$ cat config.mk
export PLATFORM = sky130hd
export DESIGN_NAME = sfi_status_unit
export DESIGN_NICKNAME = d
export VERILOG_FILES = /design/src/rtl/sfi_pkg.sv /design/src/rtl/sfi_irq_line.sv /design/src/rtl/sfi_ctrl_regs.sv /design/src/rtl/sfi_word_pack.sv /design/src/rtl/sfi_status_unit.sv
export SDC_FILE = /design/constraint.sdc
export NUM_CORES = 1
export LEC_CHECK = 0
export ABC_AREA = 1
export BUFFER_PORTS_ARGS = -buffer_cell sky130_fd_sc_hd__buf_2
export CAP_MARGIN = 20
export CORE_MARGIN = 2
export CORE_UTILIZATION = 35
export DETAILED_ROUTE_END_ITERATION = 12
export GPL_TIMING_DRIVEN = 0
export PLACE_DENSITY = 0.69
export SLEW_MARGIN = 30
export SYNTH_ARGS = -nofsm -noshare
export SYNTH_HDL_FRONTEND = slang
export SYNTH_HIERARCHICAL = 1
export SYNTH_SLANG_ARGS = --single-unit
$ cat constraint.sdc
create_clock -name clk -period 1.15 [get_ports clk]
set_clock_uncertainty 0.2 [all_clocks]
set_input_delay 0.1725 -clock clk [delete_from_list [all_inputs] [get_ports clk]]
set_output_delay 0.1725 -clock clk [all_outputs]
set_load 0.05 [all_outputs]
$ cat src/rtl/sfi_pkg.sv
package sfi_pkg;

    // Bit positions inside the readback word; the datapath decodes these.
    localparam int unsigned POS_ZERO  = 0;
    localparam int unsigned POS_CARRY = 1;
    localparam int unsigned POS_MODE  = 7;
    localparam int unsigned POS_PE    = 8;

    typedef enum logic {
        MODE_SUPER = 1'b0,
        MODE_USER  = 1'b1
    } cpu_mode_e;

    typedef enum logic {
        PAGING_OFF = 1'b0,
        PAGING_ON  = 1'b1
    } paging_e;

    // Per-line tracker: pending status x last sampled level
    typedef enum logic [1:0] {
        LN_QUIET_LO = 2'b00,
        LN_QUIET_HI = 2'b01,
        LN_PEND_LO  = 2'b10,
        LN_PEND_HI  = 2'b11
    } line_state_e;

    typedef struct packed {
        logic carry;
        logic zero;
    } alu_status_t;

endpackage

$ cat src/rtl/sfi_irq_line.sv
module sfi_irq_line
    import sfi_pkg::*;
(
    input  logic clk,
    input  logic rst_n,
    input  logic req_i,
    input  logic clr_i,
    output logic flag_o
);

    line_state_e state_q;
    line_state_e state_d;

    // State register
    always_ff @(posedge clk or negedge rst_n) begin
        if (!rst_n) begin
            state_q <= LN_QUIET_LO;
        end else begin
            state_q <= state_d;
        end
    end

    // Transitions: raise beats acknowledge
    always_comb begin
        state_d = state_q;
        unique case (state_q)
            LN_QUIET_LO: begin
                state_d = req_i ? LN_PEND_HI : LN_QUIET_LO;
            end
            LN_QUIET_HI: begin
                state_d = req_i ? LN_QUIET_HI : LN_QUIET_LO;
            end
            LN_PEND_LO: begin
                if (req_i) begin
                    state_d = LN_PEND_HI;
                end else begin
                    state_d = clr_i ? LN_QUIET_LO : LN_PEND_LO;
                end
            end
            LN_PEND_HI: begin
                if (req_i) begin
                    state_d = clr_i ? LN_QUIET_HI : LN_PEND_HI;
                end else begin
                    state_d = clr_i ? LN_QUIET_LO : LN_PEND_LO;
                end
            end
            default: begin
                state_d = LN_QUIET_LO;
            end
        endcase
    end

    // Output decode
    always_comb begin
        unique case (state_q)
            LN_PEND_LO, LN_PEND_HI: flag_o = 1'b1;
            default:                flag_o = 1'b0;
        endcase
    end

endmodule

$ cat src/rtl/sfi_ctrl_regs.sv
module sfi_ctrl_regs
    import sfi_pkg::*;
(
    input  logic        clk,
    input  logic        rst_n,
    input  logic        ld_flags_i,
    input  logic        pe_bit_i,
    input  logic        mode_bit_i,
    input  logic        ld_status_i,
    input  alu_status_t alu_i,
    output paging_e     paging_o,
    output cpu_mode_e   mode_o,
    output alu_status_t status_o
);

    paging_e     paging_q, paging_d;
    cpu_mode_e   mode_q,   mode_d;
    alu_status_t stat_q,   stat_d;

    always_ff @(posedge clk or negedge rst_n) begin
        if (!rst_n) begin
            paging_q <= PAGING_OFF;
            mode_q   <= MODE_SUPER;
            stat_q   <= '0;
        end else begin
            paging_q <= paging_d;
            mode_q   <= mode_d;
            stat_q   <= stat_d;
        end
    end

    always_comb begin
        paging_d = paging_q;
        mode_d   = mode_q;
        if (ld_flags_i) begin
            paging_d = pe_bit_i   ? PAGING_ON : PAGING_OFF;
            mode_d   = mode_bit_i ? MODE_USER : MODE_SUPER;
        end
    end

    always_comb begin
        stat_d = ld_status_i ? alu_i : stat_q;
    end

    assign paging_o = paging_q;
    assign mode_o   = mode_q;
    assign status_o = stat_q;

endmodule

$ cat src/rtl/sfi_word_pack.sv
module sfi_word_pack
    import sfi_pkg::*;
#(
    parameter int unsigned WORD_W = 16
) (
    input  paging_e           paging_i,
    input  cpu_mode_e         mode_i,
    input  alu_status_t       status_i,
    output logic [WORD_W-1:0] word_o
);

    for (genvar b = 0; b < WORD_W; b++) begin : g_bit
        if (b == POS_PE) begin : g_pe
            assign word_o[b] = (paging_i == PAGING_ON);
        end else if (b == POS_MODE) begin : g_mode
            assign word_o[b] = (mode_i == MODE_USER);
        end else if (b == POS_CARRY) begin : g_carry
            assign word_o[b] = status_i.carry;
        end else if (b == POS_ZERO) begin : g_zero
            assign word_o[b] = status_i.zero;
        end else begin : g_rsvd
            assign word_o[b] = 1'b0;
        end
    end

endmodule

$ cat src/rtl/sfi_status_unit.sv
module sfi_status_unit
    import sfi_pkg::*;
#(
    parameter int unsigned WORD_W = 16,
    parameter int unsigned IRQ_N  = 8
) (
    input  logic              clk,
    input  logic              rst_n,
    input  logic [WORD_W-1:0] z_bus_i,
    input  logic              alu_zero_i,
    input  logic              alu_carry_i,
    input  logic [IRQ_N-1:0]  irq_req_i,
    input  logic              ld_flags_i,
    input  logic              ld_status_i,
    input  logic              clr_irq_i,
    output logic [WORD_W-1:0] word_o,
    output logic              paging_en_o,
    output logic              user_mode_o,
    output logic [IRQ_N-1:0]  irq_flags_o,
    output logic              irq_pending_o
);

    localparam int unsigned MASK_W = (IRQ_N < WORD_W) ? IRQ_N : WORD_W;

    paging_e     paging;
    cpu_mode_e   mode;
    alu_status_t status;
    alu_status_t alu_now;
    logic [IRQ_N-1:0] clr_mask;

    assign alu_now.zero  = alu_zero_i;
    assign alu_now.carry = alu_carry_i;

    sfi_ctrl_regs u_ctrl (
        .clk         (clk),
        .rst_n       (rst_n),
        .ld_flags_i  (ld_flags_i),
        .pe_bit_i    (z_bus_i[POS_PE]),
        .mode_bit_i  (z_bus_i[POS_MODE]),
        .ld_status_i (ld_status_i),
        .alu_i       (alu_now),
        .paging_o    (paging),
        .mode_o      (mode),
        .status_o    (status)
    );

    sfi_word_pack #(.WORD_W(WORD_W)) u_pack (
        .paging_i (paging),
        .mode_i   (mode),
        .status_i (status),
        .word_o   (word_o)
    );

    for (genvar i = 0; i < IRQ_N; i++) begin : g_line
        if (i < MASK_W) begin : g_mask
            assign clr_mask[i] = clr_irq_i & z_bus_i[i];
        end else begin : g_nomask
            assign clr_mask[i] = 1'b0;
        end

        sfi_irq_line u_line (
            .clk    (clk),
            .rst_n  (rst_n),
            .req_i  (irq_req_i[i]),
            .clr_i  (clr_mask[i]),
            .flag_o (irq_flags_o[i])
        );
    end

    assign paging_en_o   = (paging == PAGING_ON);
    assign user_mode_o   = (mode == MODE_USER);
    assign irq_pending_o = |irq_flags_o;

endmodule

# Yosys cells after proc, flatten, opt, wreduce, memory -nomap -nowiden
# Cells that the tools add are included.
[word_totals]
out_inout_bits = 27
inputBits = 31
elab_cells = 127
register_bits = 20
[op_classes]
bitwise = 8
n_eq_ne = 24
muxes = 66
n_reduce_logical = 17
[ops]
columns = ["cell", "count"]
rows = [
  ["$mux W2", 40],
  ["$pmux W2 S4", 8],
  ["$eq A2 B2 Y1 const B", 16],
  ["$mux W1", 18],
  ["$eq A2 B1 Y1 const B", 8],
  ["$logic_not A2 Y1", 8],
  ["$reduce_or A2 Y1", 8],
  ["$and A1 B1 Y1", 8],
  ["$reduce_or A8 Y1", 1],
]

# Depth between registers and ports, before layout
# Gate-level depths: netlist (run 1).
[logic_depth]
depth_word = 4
depth_mapped = 6
ltp_nobuf = 5

# Cells and area by module
# Netlist (run 1), hierarchy kept.
[by_module_without_submodules]
columns = ["mod", "seq_area_each_um2", "area_per_inst_um2", "cells_per_inst", "n_inst"]
rows = [
  ["sfi_irq_line", 50.0, 76.3, 9, 8],
  ["sfi_ctrl_regs", 100.1, 152.6, 18, 1],
  ["sfi_word_pack", 0.0, 123.9, 17, 1],
  ["sfi_status_unit", 0.0, 121.4, 32, 1],
]

# Least setup slack after synthesis (run 1)
# No wires, ideal clock.
[synth_path]
kind = "reg-to-output"
start = "reg g_line[0].u_line.state_q[1]"
end = "out irq_pending_o"
path_buffers = 1
arrival_time_ps = 1329
path_slack_ps = -552
stages_incl_launch_ff = 6
required_ps = 777
cell_sequence = "dfrtp_1 clkbuf_1 inv_1 nand2_1 nor2_1 nand2_1"
[synth_via]
elab_chain_cells = 4
elab_cells_between_ends = 5
cone_classes = "eq/ne (2); mux (1); reduce/logical (2)"
[synth_rtl]
columns = ["element", "line", "source"]
rows = [
  ["start: declaration", "sfi_irq_line.sv:11", "line_state_e state_q;"],
  ["start signal: assignment", "sfi_irq_line.sv:19", "state_q <= state_d;"],
  ["$eq A2 B2 Y1", "sfi_irq_line.sv:55", "unique case (state_q)"],
  ["$reduce_or A2 Y1 (*)", "sfi_irq_line.sv:55", ""],
  ["$mux W1 (*)", "sfi_irq_line.sv:55", ""],
  ["via irq_flags_o[0]", "sfi_status_unit.sv:19", "output logic [IRQ_N-1:0] irq_flags_o,"],
  ["$reduce_or A8 Y1 (*)", "sfi_status_unit.sv:72", "assign irq_pending_o = |irq_flags_o;"],
  ["end: declaration", "sfi_status_unit.sv:20", "output logic irq_pending_o"],
]
# Mark *: on every way through the listed nets, which the timed path passes. The rest lies on a longest branch.

# Worst setup path in the final report (run 1)
[layout_path]
start = "reg g_line[6].u_line.state_q[1]"
end = "out irq_pending_o"
[layout_via]
elab_chain_cells = 4
elab_cells_between_ends = 5
cone_classes = "eq/ne (2); mux (1); reduce/logical (2)"
[layout_rtl]
columns = ["element", "line"]
rows = [
  ["start: declaration", "sfi_irq_line.sv:11"],
  ["start signal: assignment", "sfi_irq_line.sv:19"],
  ["$eq A2 B2 Y1", "sfi_irq_line.sv:55"],
  ["$reduce_or A2 Y1 (*)", "sfi_irq_line.sv:55"],
  ["$mux W1 (*)", "sfi_irq_line.sv:55"],
  ["$reduce_or A8 Y1 (*)", "sfi_status_unit.sv:72"],
]
# Every way passes the cells marked *; elsewhere a longest branch is shown, timed or not.

==> impl_metrics.ini, run 1 <==
[outcome]
status = complete, but fails checks
violations = setup timing

[timing]
timing.final.max_slew_violations = 0
max_freq_ghz = 0.657
finalHoldViolCount = 0
finalSetupViolCount = 15
finalCriticalPeriod_ns = 1.52
rsz0062_at_grt = true
fin_ws_ns = -0.373
period_share = 1.32
finalSetupTns_ns = -2.59

[place]
place_hpwl_mm = 1.34
placed_cells = 218
post-place-ws_ns = -0.227
dpl_cell_area_um2 = 1360
io_buffers = 37
gp_congestion = 0.637

[detailed_routing]
wl_met1_um = 846
wl_met2_mm = 1.18
routed_wl_mm = 2.14
vias = 911
ant_nets = 0
drtIter0Drc = 8
wl_per_cell_um = 8.82
drc = 0
dr_wl_met3_um = 117
routed.top_layer = met3
viasPerCell = 3.75
dr.pass1.iters = 4

[setup_path]
crit_top_cell = nand2_2
path_class = reg -> out
crit_arrival_ns = 1.15
cp.required_ns = 0.78
cpPeakStageDelay_ns = 0.43
end_kind = output pin
path_cells = inv_2, nand2_2, nor2_4, nand2_2, buf_8
startpoint_type = flip-flop
slowest_stage = dfrtp_1
critPathBufInv = 2
cp_top_family = flip-flops
cp_max_fo = 3

[yosys]
synth_area_leaders = dfrtp_1 (50%), nand2_1 (18%), inv_1 (13%), buf_4 (12%), clkbuf_1 (6.0%)
avgSynthCellArea_um2 = 7.26
yosys.area.top_type_share = 0.496
synth.distinct_cells = 8
syn-cell-area_um2 = 1010
synth_top_area_cell = dfrtp_1
ys_seq_area_frac = 0.496
syn_inst = 139
yosys_warnings = 6
ys_seq_elements = 20

[global_routing]
grt_pass1_wl_mm = 3.55
grt.overflow.total = 0
antenna_found_initial = 0
grt_max_degree = 21
track_usage = 0.139
grt_pass1_vias = 885

[layout]
nets = 244
instances_no_fill = 243
antenna_cells = 0
nFillCells = 252
syn_to_final_growth_pct = 70.2
drive_gt1_frac = 0.354
fin_area_um2 = 1720

[die]
ios = 58
die_w_um = 57.7
num_rows = 19
coreArea_um2 = 2760
die_h_um = 57.7
start_util = 0.366
design.die.area_um2 = 3330

[pwr]
ir_drop_mv = 0.977
p_leak_nw = 1.03
total_power_w = 0.00212
power_density_nw_per_um2 = 1240

[job]
drv_cap = 0

[clock_network]
cts_tree = done
cts_max_level = 1
cts.sink_count = 20
cts-buffers-inserted = 3
cts_root_buf = clkbuf_4
clock_path_buffers = 2
cts.clk_slew.worst_paths_ns = 0.12
clkLatencyLatePin_ns = 0.29

[hold_path]
hp-class = in -> reg
==> metal layers <==
metal,GRT usage,vias up
li1,-,487
met1,0.153,395
met2,0.269,29
met3,0.0313,0
met4,0.0299,0
met5,0,-
==> state kept, by name (all words and copies together), names as in the netlist <==
| signal | cells |
|---|---|
| g_line.u_line/state_q | 16 |
| u_ctrl/paging_o | 1 |
| u_ctrl/status_o | 2 |
| u_ctrl/mode_o | 1 |
==> final timing paths <==
kind                                        startpoint                           to  slack, ns  depth (start not counted)
min reg2reg                g_line[6].u_line/state_q[0]  g_line[6].u_line/state_q[1]       0.28                          3
min                                          clr_irq_i  g_line[3].u_line/state_q[1]       0.09                          6
max in group asynchronous                        rst_n              u_ctrl/paging_o       0.27                          2
max reg2reg                g_line[5].u_line/state_q[1]  g_line[5].u_line/state_q[1]       0.09                          4
max                        g_line[6].u_line/state_q[1]                irq_pending_o      -0.37                          5
min in group asynchronous                        rst_n  g_line[7].u_line/state_q[0]       0.15                          2
==> synth_stat cells <==
cell type  number
nand2_1        49
clkbuf_1       16
conb_1          1
inv_1          34
dfrtp_1        20
nor2_1          2
buf_2           1
buf_4          16
==> through the flow <==
step / hold slack (ns) / util
after detailed placement: -0.0496 / 0.493
final: 0.0891 / 0.623
after floorplan: -0.323 / -
after CTS: 0.0805 / 0.608
after global routing: 0.121 / 0.623
after global placement: -0.0512 / 0.493
==> cell usage in the layout, fill, tap and decap left out <==
cell,synthesis,routed
nand2_1,49,46
dfrtp_2,0,2
conb_1,1,12
bufinv_16,0,1
buf_2,1,23
buf_4,16,21
nor2_4,0,1
buf_6,0,10
nor2_2,0,1
nand2_2,0,3
clkbuf_4,0,3
buf_8,0,7
clkbuf_1,16,8
dlygate4sd3_1,0,22
inv_1,34,31
inv_2,0,3
dfrtp_1,20,18
==> worst min-delay path, stage by stage <==
cell and delay [ns]:
buf_2 0.16, nand2_1 0.07, inv_1 0.03, inv_1 0.04, nand2_1 0.04, nand2_1 0.05
==> report_power, final <==
part,internal [W],switching (W),total (W)
Sequential,0.000763,0.0000446,0.000807
Combinational,0.000319,0.000427,0.000746
Clock,0.000352,0.000215,0.000567
Total,0.00143,0.000687,0.00212
==> area by class of cell <==
class | count | area [um^2] | share of cell area
Timing Repair Buffer | 68 | 593 | 0.345
Sequential cell | 20 | 503 | 0.293
Multi-Input combinational cell | 63 | 254 | 0.148
Buffer | 23 | 148 | 0.0860
Inverter | 34 | 128 | 0.0743
Tap cell | 31 | 38.8 | 0.0226
Clock inverter | 1 | 30.0 | 0.0175
Clock buffer | 3 | 22.5 | 0.0131
==> cell families (layout without fill, tap and decap cells) <==
family        after synthesis  after routing  synth area share
flops                      20             20             0.496
other cells                 1             12           0.00372
buf+inv                    67            129             0.310
simple gates               51             51             0.190
==> timing repair <==
action                     in CTS  in global routing
gates resized for setup        35                  9
gates cloned                    0                  0
buffers inserted                8                  2
hold buffers                   22                  0
setup endpoints to repair      15                 15
hold endpoints to repair       40                  0
pin swaps                       4                  2
No activity file was read; power rests on OpenSTA's default activity.
==> inputs of run 2 (changes only) <==
--- a/config.mk
+++ b/config.mk
@@ -8,6 +8,7 @@
 export ABC_AREA = 1
 export BUFFER_PORTS_ARGS = -buffer_cell sky130_fd_sc_hd__buf_2
 export CAP_MARGIN = 20
+export CORE_ASPECT_RATIO = 0.9
 export CORE_MARGIN = 2
 export CORE_UTILIZATION = 35
 export DETAILED_ROUTE_END_ITERATION = 12
==> run 2 against run 1 <==
Against the previous run:
- the run still ends with setup timing left
- sequential share of layout area is 0.086 points higher
- die area hardly changed
- worst hold slack better by 0.0058 ns
- sequential cell count stayed put
- sequential power hardly changed
- cell count is 3.7% higher
- clock-buffer cell count is 1 higher
- cell area is 0.29% lower
- setup slack worse by 0.0066 ns
- critical endpoint unchanged
- largest power group unchanged
==> impl_metrics.ini, run 2 (synthesis gave the netlist of run 1 again) <==
[die]
coreArea_um2 = 2750
start_util = 0.367
design.die.area_um2 = 3330
die_h_um = 54.9
num_rows = 18
ios = 58
die_w_um = 60.6

[layout]
final_cell_mix = nand2_1 (47), inv_1 (31), buf_2 (23)
instances_no_fill = 252
nets = 244
final_common_cell = nand2_1
largest_reg_flops = 16
top_register = g_line.u_line/state_q
drive_gt1_frac = 0.349
syn_to_final_growth_pct = 69.7
utilization = 0.623
antenna_cells = 0
nFillCells = 242
fin_area_um2 = 1710

[setup_path]
end_kind = output pin
cp_max_fo = 3
cp.required_ns = 0.78
crit_arrival_ns = 1.16
crit-reg2reg-launch = g_line[6].u_line/state_q[1]
r2r_end = g_line[6].u_line/state_q[1]
startpoint_type = flip-flop
rr_worst_depth = 3
path_class = reg -> out
r2r_slack_ns = 0.19

[clock_network]
cts.clk_slew.worst_paths_ns = 0.12
cts.sink_count = 20
clkLatencyLatePin_ns = 0.30
cts_tree = done
cts-buffers-inserted = 3
clock_path_buffers = 2
cts_root_buf = clkbuf_4
cts_max_level = 1

[detailed_routing]
vias = 899
routed_wl_mm = 2.29
drc = 0
dr.pass1.iters = 3
viasPerCell = 3.57
ant_nets = 0
wl_per_cell_um = 9.07
drtIter0Drc = 11

[hold_path]
hp-class = in -> reg
hold_end = g_line[2].u_line/state_q[1]
hp-start = clr_irq_i
holdPathStages = 6

[place]
placed_cells = 227
io_buffers = 37
gp_congestion = 0.735
place_hpwl_mm = 1.37
dpl_cell_area_um2 = 1370

[pwr]
p_clk_frac = 0.209
power_switching_w = 0.000692
power_density_nw_per_um2 = 1150
seq_power_share = 0.408
cellInternalPower_w = 0.00128
power_frac_comb = 0.383
total_power_w = 0.00197
p_leak_nw = 1.02
swShare = 0.351
ir_drop_mv = 0.539

[job]
drv_cap = 0

[outcome]
status = complete, but fails checks
violations = setup timing

[timing]
timing.final.max_slew_violations = 0
max_freq_ghz = 0.654
whs_ns = 0.0949
finalHoldViolCount = 0
period_share = 1.33
fin_ws_ns = -0.380
finalSetupViolCount = 15
rsz0062_at_grt = true
finalCriticalPeriod_ns = 1.53

[global_routing]
grt_pass1_wl_mm = 3.27
grt.overflow.total = 0
track_usage = 0.137
grt_pass1_vias = 829
grt_max_degree = 21
antenna_found_initial = 0
## run 2: power by group through the flow
stage | Sequential (W) | Combinational (W) | Clock (W)
4_1_cts | 0.000806 | 0.000703 | 0.000422
3_5_place_dp | 0.000808 | 0.000622 | 0
2_1_floorplan | 0.000826 | 0.000481 | 0
3_3_place_gp | 0.000806 | 0.000616 | 0
6_report | 0.000805 | 0.000754 | 0.000412
5_1_grt | 0.000811 | 0.000808 | 0.000455
## run 2: final cells by class
| class | instances | area, um^2 | area share |
|---|---|---|---|
| plain buffers | 23 | 148 | 0.0863 |
| clock buffers | 4 | 36.3 | 0.0212 |
| inverters | 34 | 128 | 0.0746 |
| multi-input cells | 63 | 246 | 0.144 |
| flip-flops and latches | 20 | 503 | 0.294 |
| well taps | 40 | 50.0 | 0.0292 |
| repair buffers | 68 | 601 | 0.351 |
## run 2: worst max path at each step
stage,start,endpoint,cells after the start
floorplan,g_line[6].u_line/state_q[1],irq_pending_o,5
global placement,g_line[4].u_line/state_q[1],irq_pending_o,6
detailed placement,g_line[4].u_line/state_q[1],irq_pending_o,6
CTS,g_line[0].u_line/state_q[1],irq_pending_o,5
global route,g_line[6].u_line/state_q[1],irq_pending_o,5
finish,g_line[6].u_line/state_q[1],irq_pending_o,5
## run 2: stage by stage
stage               setup TNS, ns  setup slack (ns)
global route                -3.57            -0.441
floorplan                  -0.152            -0.152
finish                      -2.93            -0.380
global placement           -0.195            -0.195
CTS                         -2.83            -0.393
detailed placement         -0.205            -0.205
## run 2: worst max-delay path: stages, from the launching register on
cell     delay (ns)
dfrtp_1        0.42
inv_2          0.06
nand2_2        0.05
nor2_2         0.12
nand2_2        0.06
buf_8          0.15
## run 2: routing by layer
metal / part of all wire / GRT usage / up-vias
li1: - / - / 486
met1: 0.42 / 0.134 / 383
met2: 0.52 / 0.278 / 27
met3: 0.051 / 0.0279 / 3
met4: 0.010 / 0.0580 / 0
met5: 0 / 0 / -
## run 2: what timing repair did
| action | CTS | global route |
|---|---|---|
| setup endpoints to repair | 15 | 15 |
| hold buffers | 22 | 0 |
| pin swaps | 5 | 1 |
| endpoints found under the hold margin | 40 | 0 |
| buffers inserted | 6 | 4 |
| gates resized for setup | 35 | 10 |
==> inputs of run 3 (changes only) <==
--- a/config.mk
+++ b/config.mk
@@ -14,6 +14,7 @@
 export DETAILED_ROUTE_END_ITERATION = 12
 export GPL_TIMING_DRIVEN = 0
 export PLACE_DENSITY = 0.69
+export REMOVE_ABC_BUFFERS = 1
 export SLEW_MARGIN = 30
 export SYNTH_ARGS = -nofsm -noshare
 export SYNTH_HDL_FRONTEND = slang
==> run 3 against run 2 <==
Against the previous run:
- the flow still finishes with violations (setup timing)
- wire length fell by 6.3%
- largest cell class unchanged
- core utilization fell by 4.1 points
- first-iteration DRC count fell by 36%
- clock power rose by 38%
==> impl_metrics.ini, run 3 (synthesis gave the netlist of run 1 again) <==
[die]
coreArea_um2 = 2750
ios = 58
num_rows = 18
die_h_um = 54.9
die_w_um = 60.6
design.die.area_um2 = 3330
start_util = 0.367

[place]
io_buffers = 38
placed_cells = 195
post-place-ws_ns = -0.0719
gp_congestion = 0.671
place_hpwl_mm = 1.21

[setup_path]
cp_top_family = flip-flops
crit_top_cell = nand2_1
startpoint_type = flip-flop
cp.required_ns = 0.78
cp_max_fo = 2
crit_arrival_ns = 1.13
critPathBufInv = 2
path_cells = inv_1, nand2_1, nor2_1, nand2_1, buf_6
path_class = reg -> out
cpPeakStageDelay_ns = 0.42
slowest_stage = dfrtp_1
end_kind = output pin

[detailed_routing]
vias = 856
ant_nets = 0
drc = 0
dr.pass1.iters = 2
viasPerCell = 3.71
routed_wl_mm = 2.14
drtIter0Drc = 7
wl_per_cell_um = 9.27

[hold_path]
hp-class = in -> reg

[pwr]
p_clk_frac = 0.272
p_leak_nw = 0.959
cellInternalPower_w = 0.00141
power_density_nw_per_um2 = 1310
ir_drop_mv = 0.713
swShare = 0.323
power_frac_comb = 0.345
seq_power_share = 0.383
power_switching_w = 0.000674

[timing]
timing.final.max_slew_violations = 0
finalHoldViolCount = 0
fin_ws_ns = -0.353
finalSetupViolCount = 15
rsz0062_at_grt = true
max_freq_ghz = 0.666
whs_ns = 0.0994
finalCriticalPeriod_ns = 1.50
period_share = 1.31

[global_routing]
grt.overflow.total = 0
grt_max_degree = 21
grt_pass1_vias = 796
grt_pass1_wl_mm = 3.35
track_usage = 0.140
antenna_found_initial = 0

[layout]
largest_reg_flops = 16
nets = 223
final_cell_mix = nand2_1 (49), inv_1 (34), buf_2 (23)
utilization = 0.582
instances_no_fill = 231
top_register = g_line.u_line/state_q
final_common_cell = nand2_1
antenna_cells = 0
syn_to_final_growth_pct = 58.6
nFillCells = 251
drive_gt1_frac = 0.272

[outcome]
status = complete, but fails checks
violations = setup timing

[clock_network]
cts.sink_count = 20
cts_root_buf = clkbuf_4
cts_tree = done
cts_max_level = 1
cts.clk_slew.worst_paths_ns = 0.12
cts-buffers-inserted = 3
clock_path_buffers = 2
clkLatencyLatePin_ns = 0.30

[job]
drv_cap = 0
## run 3: worst min-delay path, delay by kind of cell
kind	cells	cell delay (ns)
simple gates	3	0.16
buf+inv	3	0.24
## run 3: final timing paths
check	start	endpoint	slack, ns	cells past startpoint
min in group asynchronous	rst_n	g_line[2].u_line/state_q[0]	0.13	2
worst min-delay path	clr_irq_i	g_line[3].u_line/state_q[1]	0.1	6
worst max register to register	g_line[5].u_line/state_q[1]	g_line[5].u_line/state_q[1]	0.11	4
worst max-delay path	g_line[1].u_line/state_q[1]	irq_pending_o	-0.35	5
worst min register to register	g_line[5].u_line/state_q[0]	g_line[5].u_line/state_q[1]	0.28	3
max in group asynchronous	rst_n	g_line[4].u_line/state_q[1]	0.29	2
## run 3: routing by layer
layer	share of wire	GRT usage
met1	0.41	0.154
met2	0.53	0.271
met3	0.066	0.0442
met4	0	0.0217
met5	0	0
## run 3: what timing repair did
action,4_1_cts,5_1_grt
cloned,0,0
buffers inserted,8,5
setup endpoints to repair,15,15
endpoints found under the hold margin,40,0
hold buffers,22,0
resized for setup,36,9
## run 3: metrics by stage
step / cell area, um^2 / total power [W] / setup TNS (ns)
3_3_place_gp: 1100 / 0.00128 / -0.0863
5_1_grt: 1600 / 0.00221 / -3.58
4_1_cts: 1550 / 0.00207 / -2.90
3_5_place_dp: 1100 / 0.00129 / -0.0719
6_report: 1600 / 0.00209 / -2.62
2_1_floorplan: 865 / 0.00116 / -1.24
## run 3: power by group through the flow
stage / Sequential (W) / Combinational, W / Clock [W]
6_report: 0.000800 / 0.000719 / 0.000568
5_1_grt: 0.000808 / 0.000771 / 0.000632
4_1_cts: 0.000795 / 0.000680 / 0.000596
3_5_place_dp: 0.000810 / 0.000478 / 0
3_3_place_gp: 0.000810 / 0.000473 / 0
2_1_floorplan: 0.000990 / 0.000165 / 0
## run 3: final cells by class
cell class,instances,area (um^2),area share
clock buffers,3,22.5,0.0141
clock inverters,1,30.0,0.0188
inverters,34,128,0.0798
multi-input cells,63,236,0.148
flip-flops and latches,20,500,0.313
well taps,40,50.0,0.0313
repair buffers,70,632,0.395
